File: src/rtl/intc_pkg.sv
package intc_pkg;
  localparam int unsigned BUS_W = 8;

  typedef enum logic [1:0] {
    SEQ_READY = 2'd0,
    SEQ_BASE  = 2'd1,
    SEQ_CASC  = 2'd2,
    SEQ_MODE  = 2'd3
  } seq_state_e;

  typedef enum logic [1:0] {
    RSEL_KEEP = 2'b00,
    RSEL_CASC = 2'b01,
    RSEL_IRR  = 2'b10,
    RSEL_ISR  = 2'b11
  } rsel_e;

  localparam int unsigned INIT_BIT = 4;
  localparam int unsigned SEL_BIT  = 3;
  localparam int unsigned MF_BIT   = 0;
  localparam int unsigned LVL_BIT  = 3;
  localparam int unsigned AEOI_BIT = 1;

  localparam logic [2:0] OP_EOI_ANY = 3'b001;
  localparam logic [2:0] OP_EOI_ONE = 3'b011;
  localparam logic [2:0] OP_SET_LOW = 3'b110;
endpackage

File: src/rtl/intc_prio_pick.sv
module intc_prio_pick #(
  parameter int unsigned N_LINES = 8,
  localparam int unsigned LW = $clog2(N_LINES)
) (
  input  logic [N_LINES-1:0] req_i,
  input  logic [LW-1:0]      lowest_i,
  output logic               found_o,
  output logic [LW-1:0]      idx_o
);
  // N_LINES must be a power of two: index wrap uses truncation
  logic [LW-1:0] line;

  always_comb begin
    found_o = 1'b0;
    idx_o   = '0;
    line    = '0;
    for (int k = N_LINES - 1; k >= 0; k--) begin
      line = LW'(lowest_i + LW'(k + 1));
      if (req_i[line]) begin
        found_o = 1'b1;
        idx_o   = line;
      end
    end
  end
endmodule

File: src/rtl/intc_req_latch.sv
module intc_req_latch #(
  parameter int unsigned N_LINES = 8
) (
  input  logic               clk_i,
  input  logic               rst_ni,
  input  logic [N_LINES-1:0] req_i,
  input  logic               level_i,
  input  logic [N_LINES-1:0] clr_i,
  output logic [N_LINES-1:0] irr_o
);
  for (genvar g = 0; g < N_LINES; g++) begin : g_line
    logic prev_q, irr_q;
    always_ff @(posedge clk_i or negedge rst_ni) begin
      if (!rst_ni) begin
        prev_q <= 1'b0;
        irr_q  <= 1'b0;
      end else begin
        prev_q <= req_i[g];
        if (level_i) irr_q <= req_i[g];
        else         irr_q <= (irr_q | (req_i[g] & ~prev_q)) & req_i[g] & ~clr_i[g];
      end
    end
    assign irr_o[g] = irr_q;
  end
endmodule

File: src/rtl/intc_init_seq.sv
module intc_init_seq
  import intc_pkg::*;
(
  input  logic             clk_i,
  input  logic             rst_ni,
  input  logic             cmd_wr_i,
  input  logic             dat_wr_i,
  input  logic [BUS_W-1:0] wdata_i,
  output logic             ready_o,
  output logic             init_o,
  output logic             mask_wr_o,
  output logic [BUS_W-1:0] base_o,
  output logic [BUS_W-1:0] casc_o,
  output logic             aeoi_o,
  output logic             level_o
);
  seq_state_e state_q;
  logic       mf_q;

  assign ready_o   = (state_q == SEQ_READY);
  assign init_o    = cmd_wr_i & wdata_i[INIT_BIT];
  assign mask_wr_o = dat_wr_i & ready_o;

  always_ff @(posedge clk_i or negedge rst_ni) begin
    if (!rst_ni) begin
      state_q <= SEQ_READY;
      mf_q    <= 1'b0;
      base_o  <= '0;
      casc_o  <= '0;
      aeoi_o  <= 1'b0;
      level_o <= 1'b0;
    end else if (init_o) begin
      state_q <= SEQ_BASE;
      mf_q    <= wdata_i[MF_BIT];
      level_o <= wdata_i[LVL_BIT];
      aeoi_o  <= 1'b0;
    end else if (dat_wr_i) begin
      unique case (state_q)
        SEQ_BASE: begin
          base_o  <= wdata_i;
          state_q <= SEQ_CASC;
        end
        SEQ_CASC: begin
          casc_o  <= wdata_i;
          state_q <= mf_q ? SEQ_MODE : SEQ_READY;
        end
        SEQ_MODE: begin
          aeoi_o  <= wdata_i[AEOI_BIT];
          state_q <= SEQ_READY;
        end
        default: ;
      endcase
    end
  end
endmodule

File: src/rtl/prio_intc.sv
module prio_intc
  import intc_pkg::*;
#(
  parameter int unsigned N_LINES = 8
) (
  input  logic               clk_i,
  input  logic               rst_ni,
  input  logic               addr_i,
  input  logic               wr_i,
  input  logic               rd_i,
  input  logic [7:0]         wdata_i,
  output logic [7:0]         rdata_o,
  input  logic [N_LINES-1:0] irq_i,
  output logic               int_o,
  input  logic               inta_i,
  output logic [7:0]         vector_o
);
  localparam int unsigned LW = $clog2(N_LINES);
  localparam logic [LW-1:0] SPUR_LINE = LW'(N_LINES - 1);
  localparam logic [N_LINES-1:0] ONE_HOT0 = N_LINES'(1);

  logic cmd_wr, dat_wr;
  logic seq_ready, seq_init, seq_mask_wr, seq_aeoi, seq_level;
  logic [7:0] seq_base, seq_casc;

  assign cmd_wr = wr_i & ~addr_i;
  assign dat_wr = wr_i & addr_i;

  intc_init_seq u_seq (
    .clk_i     (clk_i),
    .rst_ni    (rst_ni),
    .cmd_wr_i  (cmd_wr),
    .dat_wr_i  (dat_wr),
    .wdata_i   (wdata_i),
    .ready_o   (seq_ready),
    .init_o    (seq_init),
    .mask_wr_o (seq_mask_wr),
    .base_o    (seq_base),
    .casc_o    (seq_casc),
    .aeoi_o    (seq_aeoi),
    .level_o   (seq_level)
  );

  logic [N_LINES-1:0] irr, isr_q, imr_q, ack_set, isr_set, isr_clr;
  logic [LW-1:0]      lowest_q;
  rsel_e              rsel_q;

  intc_req_latch #(.N_LINES(N_LINES)) u_latch (
    .clk_i   (clk_i),
    .rst_ni  (rst_ni),
    .req_i   (irq_i),
    .level_i (seq_level),
    .clr_i   (ack_set),
    .irr_o   (irr)
  );

  logic          p_found, s_found;
  logic [LW-1:0] p_idx, s_idx, p_rank, s_rank;

  intc_prio_pick #(.N_LINES(N_LINES)) u_pick_req (
    .req_i    (irr & ~imr_q),
    .lowest_i (lowest_q),
    .found_o  (p_found),
    .idx_o    (p_idx)
  );

  intc_prio_pick #(.N_LINES(N_LINES)) u_pick_isr (
    .req_i    (isr_q),
    .lowest_i (lowest_q),
    .found_o  (s_found),
    .idx_o    (s_idx)
  );

  // rank 0 is highest priority
  assign p_rank = LW'(p_idx - lowest_q - LW'(1));
  assign s_rank = LW'(s_idx - lowest_q - LW'(1));
  assign int_o  = seq_ready & p_found & (~s_found | (p_rank < s_rank));

  logic          ack_hit;
  logic [LW-1:0] ack_line;
  assign ack_hit  = inta_i & int_o;
  assign ack_line = ack_hit ? p_idx : SPUR_LINE;
  assign ack_set  = ack_hit ? (ONE_HOT0 << p_idx) : '0;
  assign isr_set  = seq_aeoi ? '0 : ack_set;

  logic          op_ok, sel_ok;
  logic [2:0]    op;
  logic [LW-1:0] op_lvl;
  assign op_ok  = cmd_wr & seq_ready & ~wdata_i[INIT_BIT] & ~wdata_i[SEL_BIT];
  assign sel_ok = cmd_wr & seq_ready & ~wdata_i[INIT_BIT] &  wdata_i[SEL_BIT];
  assign op     = wdata_i[7:5];
  assign op_lvl = wdata_i[LW-1:0];

  always_comb begin
    isr_clr = '0;
    if (op_ok && op == OP_EOI_ANY && s_found) isr_clr = ONE_HOT0 << s_idx;
    else if (op_ok && op == OP_EOI_ONE)       isr_clr = ONE_HOT0 << op_lvl;
  end

  always_ff @(posedge clk_i or negedge rst_ni) begin
    if (!rst_ni) begin
      isr_q    <= '0;
      imr_q    <= '1;
      lowest_q <= SPUR_LINE;
      rsel_q   <= RSEL_IRR;
    end else if (seq_init) begin
      isr_q    <= '0;
      imr_q    <= '0;
      lowest_q <= SPUR_LINE;
      rsel_q   <= RSEL_IRR;
    end else begin
      isr_q <= (isr_q | isr_set) & ~isr_clr;
      if (seq_mask_wr) imr_q <= wdata_i[N_LINES-1:0];
      if (op_ok && op == OP_SET_LOW) lowest_q <= op_lvl;
      if (sel_ok && rsel_e'(wdata_i[1:0]) != RSEL_KEEP) rsel_q <= rsel_e'(wdata_i[1:0]);
    end
  end

  always_ff @(posedge clk_i or negedge rst_ni) begin
    if (!rst_ni) begin
      vector_o <= '0;
      rdata_o  <= '0;
    end else begin
      if (inta_i) vector_o <= seq_base + 8'(ack_line);
      if (rd_i) begin
        if (addr_i) rdata_o <= 8'(imr_q);
        else begin
          unique case (rsel_q)
            RSEL_ISR:  rdata_o <= 8'(isr_q);
            RSEL_CASC: rdata_o <= seq_casc;
            default:   rdata_o <= 8'(irr);
          endcase
        end
      end
    end
  end
endmodule

File: config.mk
export PLATFORM = sky130hd
export DESIGN_NAME = prio_intc
export DESIGN_NICKNAME = d
export VERILOG_FILES = /design/src/rtl/intc_pkg.sv /design/src/rtl/intc_prio_pick.sv /design/src/rtl/intc_req_latch.sv /design/src/rtl/intc_init_seq.sv /design/src/rtl/prio_intc.sv
export SDC_FILE = /design/constraint.sdc
export NUM_CORES = 1
export LEC_CHECK = 0
export BUFFER_PORTS_ARGS = -buffer_cell sky130_fd_sc_hd__buf_2
export CORE_AREA = 3 3 124 126
export DETAILED_ROUTE_END_ITERATION = 7
export DIE_AREA = 0 0 127 129
export PLACE_DENSITY_LB_ADDON = 0.25
export SKIP_CTS_REPAIR_TIMING = 1
export SLEW_MARGIN = 20
export SYNTH_ARGS = -nofsm -noshare
export SYNTH_HDL_FRONTEND = slang
export SYNTH_SLANG_ARGS = --single-unit
export TNS_END_PERCENT = 20
File: constraint.sdc
create_clock -name clk_i -period 18.8 [get_ports clk_i]
set_clock_uncertainty 0.2 [all_clocks]
set_input_delay 2.82 -clock clk_i [delete_from_list [all_inputs] [get_ports clk_i]]
set_output_delay 2.82 -clock clk_i [all_outputs]
set_load 0.05 [all_outputs]
* Word level (Yosys, flattened, before mapping)
Cells that the tools add are included.
Word-level totals: register bits after elaboration 74, logic and storage cells 240, output and inout bits 17, memory bits (writable) 0, input bits 22, bits in latches 0, bits in read-only memories 0, memories 0
Operators by class: bitwise operators 70, shift-type cells 3, add/sub/neg operators 12, $lt $le $gt $ge 9, divide/modulo/power cells 0, multiply operators 0, muxes and demuxes 93, reduce and logical (&&, ||, !) cells 17, eq/ne operators 8
Operators with widths (count):
- 8-bit 2-to-1 mux | 8
- 3-bit 2-to-1 mux | 19
- 1-bit binary-select mux with 3-bit select | 16
- 1-bit 2-to-1 mux | 43
- 1-bit AND | 35
- 3-bit by 4-bit less-than comparator with 1-bit output, second input constant | 8
- 1-bit by 3-bit left shift with 8-bit output, first input constant | 3
- 1-bit inverter | 21
- 8-bit AND | 2
- 8-bit inverter | 2
- 8-bit case mux with 2 select lines | 1
- 3-bit adder, second input constant | 4
- 2-bit nonzero test | 6
- 2-bit 2-to-1 mux | 5
- 1-bit OR | 9
- 8-bit by 3-bit adder with 8-bit output | 1
- 8-bit OR | 1
- 3-bit by 2-bit adder with 3-bit output, second input constant | 2
- 2-bit == test, second input constant | 3
- 2-bit case mux with 3 select lines | 1
- 3-bit AND reduction | 2
- 3-bit by 1-bit subtractor with 3-bit output, second input constant | 2
- 3-bit subtractor | 2
- 1-bit logical AND | 5
- other kinds (9) | 11

* Logic depth before layout (Yosys ltp)
Gate-level depths: netlist of run 1.
word-level depth 23, mapped depth 29, depth with buffers taken out 26

* Modules after synthesis
A second synthesis of run 1 with hierarchy kept.
Unflattened totals: cells, all modules 549, area total of the unflattened synthesis 5424.0 um2
By module, submodules not included:
- prio_intc | area an instance 2557.5 um2, seq. area each 940.9 um2, times used 1, cells an instance 285
- intc_prio_pick | area an instance 674.4 um2, seq. area each 0.0 um2, times used 2, cells an instance 77
- intc_init_seq | area an instance 878.3 um2, seq. area each 525.5 um2, times used 1, cells an instance 61
- intc_req_latch | area an instance 639.4 um2, seq. area each 400.4 um2, times used 1, cells an instance 49

* Least setup slack after synthesis of run 1
Ideal clock, no wire load.
path kind reg-to-output, start register lowest_q[0], end output port int_o, arrival time 5.388 ns, stages on the path, launching flop included 21, data required time 15.780 ns, slack 10.392 ns, path buffers 3, cell sequence dfstp_2 inv_2 buf_4 ha_1 buf_4 inv_2 buf_4 mux2i_1 mux4_2 or3_1 o311a_1 nand3_2 inv_1 ha_1 fa_1 xnor2_1 xnor2_1 ha_1 nor2b_1 o21a_2 a211oi_1
Between the ends: cells in the longest elaborated chain, start to end 15
RTL lines:
- from (decl) | RTL line prio_intc.sv:45 | logic [LW-1:0] lowest_q;
- from (signal assigned) | RTL line prio_intc.sv:114 | if (op_ok && op == OP_SET_LOW) lowest_q <= op_lvl;
- 3-bit adder / 1-bit binary-select mux with 3-bit select (equally long branches) | RTL line intc_prio_pick.sv:18, intc_prio_pick.sv:19
- 1-bit binary-select mux with 3-bit select / 1-bit 2-to-1 mux (equally long branches) | RTL line intc_prio_pick.sv:19 | if (req_i[line]) begin
- 1-bit 2-to-1 mux (implied by the code) / 3-bit 2-to-1 mux (equally long branches) | RTL line intc_prio_pick.sv:19
- 3-bit 2-to-1 mux (7 in a row) | RTL line intc_prio_pick.sv:19
- 3-bit subtractor, on equally long branches | RTL line prio_intc.sv:75, prio_intc.sv:76
- 3-bit by 1-bit subtractor with 3-bit output, on equally long branches | RTL line prio_intc.sv:75, prio_intc.sv:76
- 3-bit less-than comparator | RTL line prio_intc.sv:77 | assign int_o = seq_ready & p_found & (~s_found | (p_rank < s_rank));
- 1-bit OR | RTL line prio_intc.sv:77
- 1-bit AND * | RTL line prio_intc.sv:77
- to (decl) | RTL line prio_intc.sv:14 | output logic int_o,
Mark *: on every way between the ends. The rest lies on a longest branch, timed or not. The select of a mux whose other input is x is not followed.

* Worst setup path after layout of run 1
Same ends and word-level chain as after synthesis.

==> results.md, run 1 <==
* Area growth syn-to-layout at 11.2%
* Die Area at between 15000 and 20000 um2
* Synth Register Bits at 74
* Initial antenna violation count at 0
* Most common cell after layout, fill and taps aside: dfrtp_1
* Final setup fails at 0
* Longest Clk Path Bufs at 2
* Multi-input gate area at around 3300 um2
* Share of flip-flops with an asynchronous set or reset at 1.00
* Clock Sinks at 74
* Root Driver: clkbuf_16
* Hold Path End: u_seq.mf_q
* Final setup margin at 9.23 ns
* Routed Antenna Nets at 0
* GRT Util Overall at 0.181
* Post-Synthesis Net Count at approximately 600
* Initial core utilization at 0.374
* Number of fill cells at roughly 1500
* # DRC at 0
* CTS H-Tree Depth at 3
* Max Clk Rate at between 100 and 150 MHz
* Global-route wire length before repair at 23400 um
* Worst R2R Path Depth at 26
* Non-Filler Instances at 758
* Main synth FF type: dfrtp_1
* Layout cell share with drive strength beyond 1 at 0.233
* Nets at 603
* Final Instance Area at between 5000 and 6000 um2
* Port Buffers at 38
* RSZ-0062 raised after global routing: no
* Vias per Instance at 5.87
* Syn Area/Cell at around 9.8 um2
* Mapped cell area at roughly 5400 um2
* Synth warn at 0
* Die X at roughly 130 um
* Chip height at between 100 and 150 um
* Cell Area, Placed at 5680 um2
* EDFF count, synth at 0
* Initial DRC count at 516
* Final Max Slew Viols at 0
* Most frequent cells in the layout: dfrtp_1 (62), nand2_1 (60), nor2_1 (46), a21oi_1 (41), buf_2 (37)
* Relative slew slack at 0.384
* Worst-path clk slew at about 0.060 ns
* Area occupied by registers at between 1500 and 2000 um2
* Worst Path Class, Setup: flop to output port
* Final design utilization at 0.416
* Placed cells at about 740
* Routed WL per cell at between 15 and 20 um
* Vias in the first global route at ~4300
* HP Class: flop to flop
* Pre-CTS setup slack at ~9.6 ns
* Vias at between 4000 and 5000
* Gate Count Post-Synth at 549
* Leak at approximately 2.6 nW
* Top post-synthesis cells by area: dfrtp_1 (29%), mux4_2 (9.2%), mux2i_1 (6.1%)
* R2R Path End: vector_o[7]
* Final Cycle Share at 0.509
* CP Max Fanout at 32
* WHS Path Cells at 2
* Crit. End Element: output port
* Arrival time at the worst endpoint at 6.55 ns
* CTS Buf Count at 9
* First-pass DRT Iterations at 5
* Area leader, netlist: dfrtp_1
* # rows at between 40 and 50
* Count of final hold-check violations at 0
* Min Tclk post-route at roughly 9.6 ns
* Seq/Total Area, Yosys at 0.346
* Hold slack at 0.276 ns
* Later-pin clock latency in the skew report at 0.34 ns
* Internal reg-to-reg setup slack at 10.95 ns
* Largest net degree at the start of global routing at 75
* Top cell type's share of synthesized area at 0.288
* Ant. Diodes at 0
* Number of max-cap violations at 0
* Unique masters post-synth at 72
* I/O pins at 39
* Grt total ovfl at 0
* Peak VDD IR at ~0.075 mV
* Setup TNS at 0 ns
* Total power at ~850 uW
* Startpoint Class: flop
* Reg2Reg Launch Point: lowest_q[0]
* Power Density at 142 nW/um2
* Status: completed
* CTS tree: built
* Measured slew at the worst slew-check pin at 0.924 ns
* CORE AREA at between 10000 and 15000 um2
* Hold Startpoint: u_seq.mf_q
* WL final at ~14000 um
* CP required at between 15 and 20 ns
* Routability cong. at between 0.8 and 0.9
* DP Wirelength at ~11000 um
state kept, by name, summed over array words and instances, names as in the netlist, 2 cells and up:
name	flops
imr_q	8
isr_q	8
rdata_o	8
u_latch.g_line.irr_q	8
u_latch.g_line.prev_q	8
u_seq.base_o	8
u_seq.casc_o	8
vector_o	8
lowest_q	3
rsel_q	2
u_seq.state_q	2
worst max-delay path, stage by stage (launching register included):
cell and delay (ns):
dfstp_2 1.01, inv_2 0.34, ha_1 0.90, inv_2 0.28, mux2i_1 0.20, mux4_2 0.52, or3_1 0.32, o311a_1 0.12
nand3_2 0.16, inv_1 0.16, ha_1 0.23, fa_1 0.37, xnor2_1 0.15, xnor2_1 0.15, ha_1 0.28, nor2b_1 0.13
o21a_2 0.22, a211oi_1 0.33, buf_2 0.33
kinds of logic (layout without fill, tap and decap cells):
logic type / Yosys count / after routing / share of synthesized area
AO/OA/AOI/OAI: 128 / 128 / 0.165
AND/OR/NAND/NOR: 188 / 188 / 0.175
flip-flops: 74 / 74 / 0.346
adder cells (fa/ha/maj): 12 / 12 / 0.0320
multiplexers: 80 / 80 / 0.214
XOR/XNOR: 15 / 15 / 0.0258
buffers and inverters: 52 / 77 / 0.0420
area by class of cell:
class / instances / area share
clock buffer: 11 / 0.0422
multi-input combinational: 423 / 0.551
clock inverter: 5 / 0.0102
timing repair buffer: 39 / 0.0334
tap: 184 / 0.0384
inverter: 22 / 0.0138
sequential: 74 / 0.311
where the power goes:
| part | switching, mW | total (mW) | internal, mW |
|---|---|---|---|
| sequential | 0.0483 | 0.254 | 0.206 |
| combinational | 0.249 | 0.418 | 0.169 |
| clock | 0.0675 | 0.178 | 0.111 |
| total | 0.365 | 0.850 | 0.485 |
synth_stat cells (all sizes together), types with 8 or more instances:
master,instances
mux4,25
nor2,47
nand3,9
buf,11
a21oi,42
o21ai,18
ha,9
dfstp,12
dfrtp,62
nand2b,19
nor2b,14
nand2,60
clkbuf,19
mux2,22
xnor2,9
mux2i,33
inv,22
a211oi,17
nor3,8
routing by layer:
metal  GRT usage  part of all wire  vias to the layer above
met5           0                 0                        -
met4      0.0492             0.014                        0
met3      0.0208             0.038                       18
met2       0.294              0.49                      105
met1       0.257              0.46                     2256
li1            -                 -                     2068
how the worst max path moves through the flow:
| stage | endpoint | startpoint | depth (start not counted) | slack [ns] |
|---|---|---|---|---|
| floorplan | int_o | lowest_q[0] | 20 | 10.39 |
| global placement | int_o | lowest_q[0] | 18 | 9.69 |
| detailed placement | int_o | lowest_q[0] | 18 | 9.57 |
| CTS | int_o | lowest_q[0] | 18 | 9.21 |
| global route | int_o | lowest_q[0] | 18 | 8.78 |
| finish | int_o | lowest_q[0] | 18 | 9.23 |
Power figures use the tool's default switching activity.
==> inputs of run 2 (changes only) <==
clock period = 8 ns   (was 18.8 ns; I/O delays follow)
==> results.md, run 2 (same netlist as run 1, synthesis figures left out) <==
* Status: completed
* Area growth syn-to-layout at 12.4%
* Critical path, cell by cell: inv_2, ha_1, buf_4, mux4_2, mux2_2, or2_2, o21ai_0, a211oi_2, ha_1, fa_1, xnor2_1, xnor2_1, ha_1, nor2b_1, o21a_2, a211oi_1, buf_2
* Critical path buffers and inverters at 3 (-1)
* RSZ-0062 raised after global routing: no
* Largest net degree at the start of global routing at 75 (unchanged)
* Startpoint Class: flop
* Slowest stage cell, crit path: dfstp_2
* Peak VDD IR at 0.154 mV (+110%)
* DP Wirelength at 11000 um (+2.4%)
* Later-pin clock latency in the skew report at 0.33 ns (about the same)
* Min Tclk post-route at roughly 7.1 ns
* Cell Area, Placed at 5690 um2 (+0.26%)
* Worst R2R Path Depth at 25 (-3.8%)
* # DRC at 0 (unchanged)
* Number of fill cells at 1460 (-1.7%)
* Non-Filler Instances at 760 (+0.26%)
* Initial DRC count at 591 (+15%)
* CP top delay family: adder cells
* Final setup fails at 0 (unchanged)
* WL final at 14700 um (+2.1%)
* I/O pins at 39 (unchanged)
* Worst-path clk slew at 0.06 ns (about the same)
* Nets at 605 (+0.33%)
* Power Density at 343 nW/um2 (+140%)
* CP Max Fanout at 17 (-47%)
* HP Class: flop to flop
* Worst Path Class, Setup: flop to output port
* Final Max Slew Viols at 0 (unchanged)
* Final Instance Area at 6060 um2 (+1.1%)
* WHS Path Cells at 2 (unchanged)
* Grt total ovfl at 0 (unchanged)
* CTS Buf Count at 9 (unchanged)
* Initial core utilization at 0.374 (unchanged)
* Max Clk Rate at 140 MHz
* Layout cell share with drive strength beyond 1 at 0.233 (-0.000811)
* Comb power frac at 0.473 (-0.019)
* Root Driver: clkbuf_16
* Vias in the first global route at 4372 (+1.1%)
* Longest Clk Path Bufs at 2 (unchanged)
* CP required at 6.60 ns (-9.18 ns)
* Count of final hold-check violations at 0 (unchanged)
* Chip height at 129 um (unchanged)
* Clock Sinks at 74 (unchanged)
* Setup TNS at 0 ns (unchanged)
* Routability cong. at 0.943 (+10%)
* Die X at 127 um (unchanged)
* Area occupied by registers at 1870 um2 (unchanged)
* Psw at 855 uW (+130%)
* Initial antenna violation count at 0 (unchanged)
* Vias at 4466 (+0.43%)
* GRT Util Overall at 0.184 (+0.00317)
* Seq pwr share at 0.290 (-0.009)
* Multi-input gate area at 3300 um2 (about the same)
* # rows at 44 (unchanged)
* Arrival time at the worst endpoint at 5.72 ns (-0.83 ns)
* Levels on crit path at 17 (-1)
* CORE AREA at 14400 um2 (unchanged)
* Total power at 2.08 mW (+140%)
* Crit. End Element: output port
* Final Cycle Share at 0.890
* Ant. Diodes at 0 (unchanged)
* First-pass DRT Iterations at 6 (+1)
* Routed WL per cell at 19.3 um (+1.8%)
* CTS tree: built
* Relative slew slack at 0.273 (-0.111)
* Most common cell after layout, fill and taps aside: dfrtp_1
* Leak at 2.61 nW (+1.3%)
* Vias per Instance at 5.88 (+0.16%)
* Number of max-cap violations at 0 (unchanged)
* Global-route wire length before repair at 23800 um (+1.4%)
* Placed cells at 744 (+0.27%)
* Die Area at 16400 um2 (unchanged)
* Top cell by count, worst path: ha_1
* Switching fraction of total power at 0.411 (-0.0181)
* Port Buffers at 38 (unchanged)
* Pint at 1.22 mW (+150%)
* Largest stage delay, worst path at 0.76 ns (-0.25 ns)
* CTS H-Tree Depth at 3 (unchanged)
* Most frequent cells in the layout: dfrtp_1 (62), nand2_1 (60), nor2_1 (47), a21oi_1 (41), buf_2 (37)
* Measured slew at the worst slew-check pin at 1.09 ns (+0.162 ns)
* Clock network power share at 0.237 (+0.027)
* Routed Antenna Nets at 0 (unchanged)
run 2: worst paths after layout:
path                             startpoint       endpoint  slack, ns
worst min register to register   u_seq.mf_q     u_seq.mf_q       0.30
min in group asynchronous            rst_ni  u_seq.level_o       0.83
worst max register to register  lowest_q[1]    vector_o[7]       1.00
worst min-delay path             u_seq.mf_q     u_seq.mf_q       0.30
worst max-delay path            lowest_q[1]          int_o       0.88
max in group asynchronous            rst_ni    vector_o[1]       6.20
run 2: per-stage QoR:
| stage | setup slack, ns | utilization | hold slack (ns) |
|---|---|---|---|
| 2_1_floorplan | 1.21 | - | 0.239 |
| 3_3_place_gp | 1.21 | 0.395 | 0.267 |
| 3_5_place_dp | 1.04 | 0.395 | 0.276 |
| 4_1_cts | 0.844 | 0.420 | 0.288 |
| 5_1_grt | 0.537 | 0.420 | 0.317 |
| 6_report | 0.877 | 0.420 | 0.297 |
run 2: worst register-to-register path, stage by stage, from the launching register on:
cell      delay (ns)
dfstp_2         0.76
inv_2           0.21
ha_1            0.35
buf_4           0.27
mux4_2          0.61
mux2_2          0.34
or2_2           0.29
o21ai_0         0.21
a211oi_2        0.14
ha_1            0.23
fa_1            0.37
xnor2_1         0.15
xnor2_1         0.15
ha_1            0.29
nor2b_1         0.13
o21a_2          0.22
a211oi_4        0.27
nor3b_4         0.46
inv_1           0.10
ha_1            0.28
a21o_1          0.18
a21oi_1         0.22
nor2_1          0.11
nand3_1         0.10
xor2_1          0.15
a21oi_1         0.08
run 2: metal layers:
layer,vias to the layer above,track usage,routed length (um)
met1,2187,0.254,6410
met3,23,0.0340,854
met5,-,0,0
met2,175,0.293,7160
met4,0,0.0606,265
li1,2081,-,-
run 2: layout make-up:
type / count / share of cell area
clock inverter: 5 / 0.0206
clock buffer: 11 / 0.0400
sequential: 74 / 0.308
inverter: 22 / 0.0136
tap: 184 / 0.0380
timing repair buffer: 41 / 0.0355
multi-input combinational: 423 / 0.544
run 2: power by group through the flow:
stage | Combinational, mW | Clock (mW) | Sequential, mW
2_1_floorplan | 0.676 | 0 | 0.648
3_3_place_gp | 0.965 | 0 | 0.605
4_1_cts | 0.980 | 0.502 | 0.603
5_1_grt | 1.08 | 0.521 | 0.621
3_5_place_dp | 0.976 | 0 | 0.608
6_report | 0.983 | 0.493 | 0.604
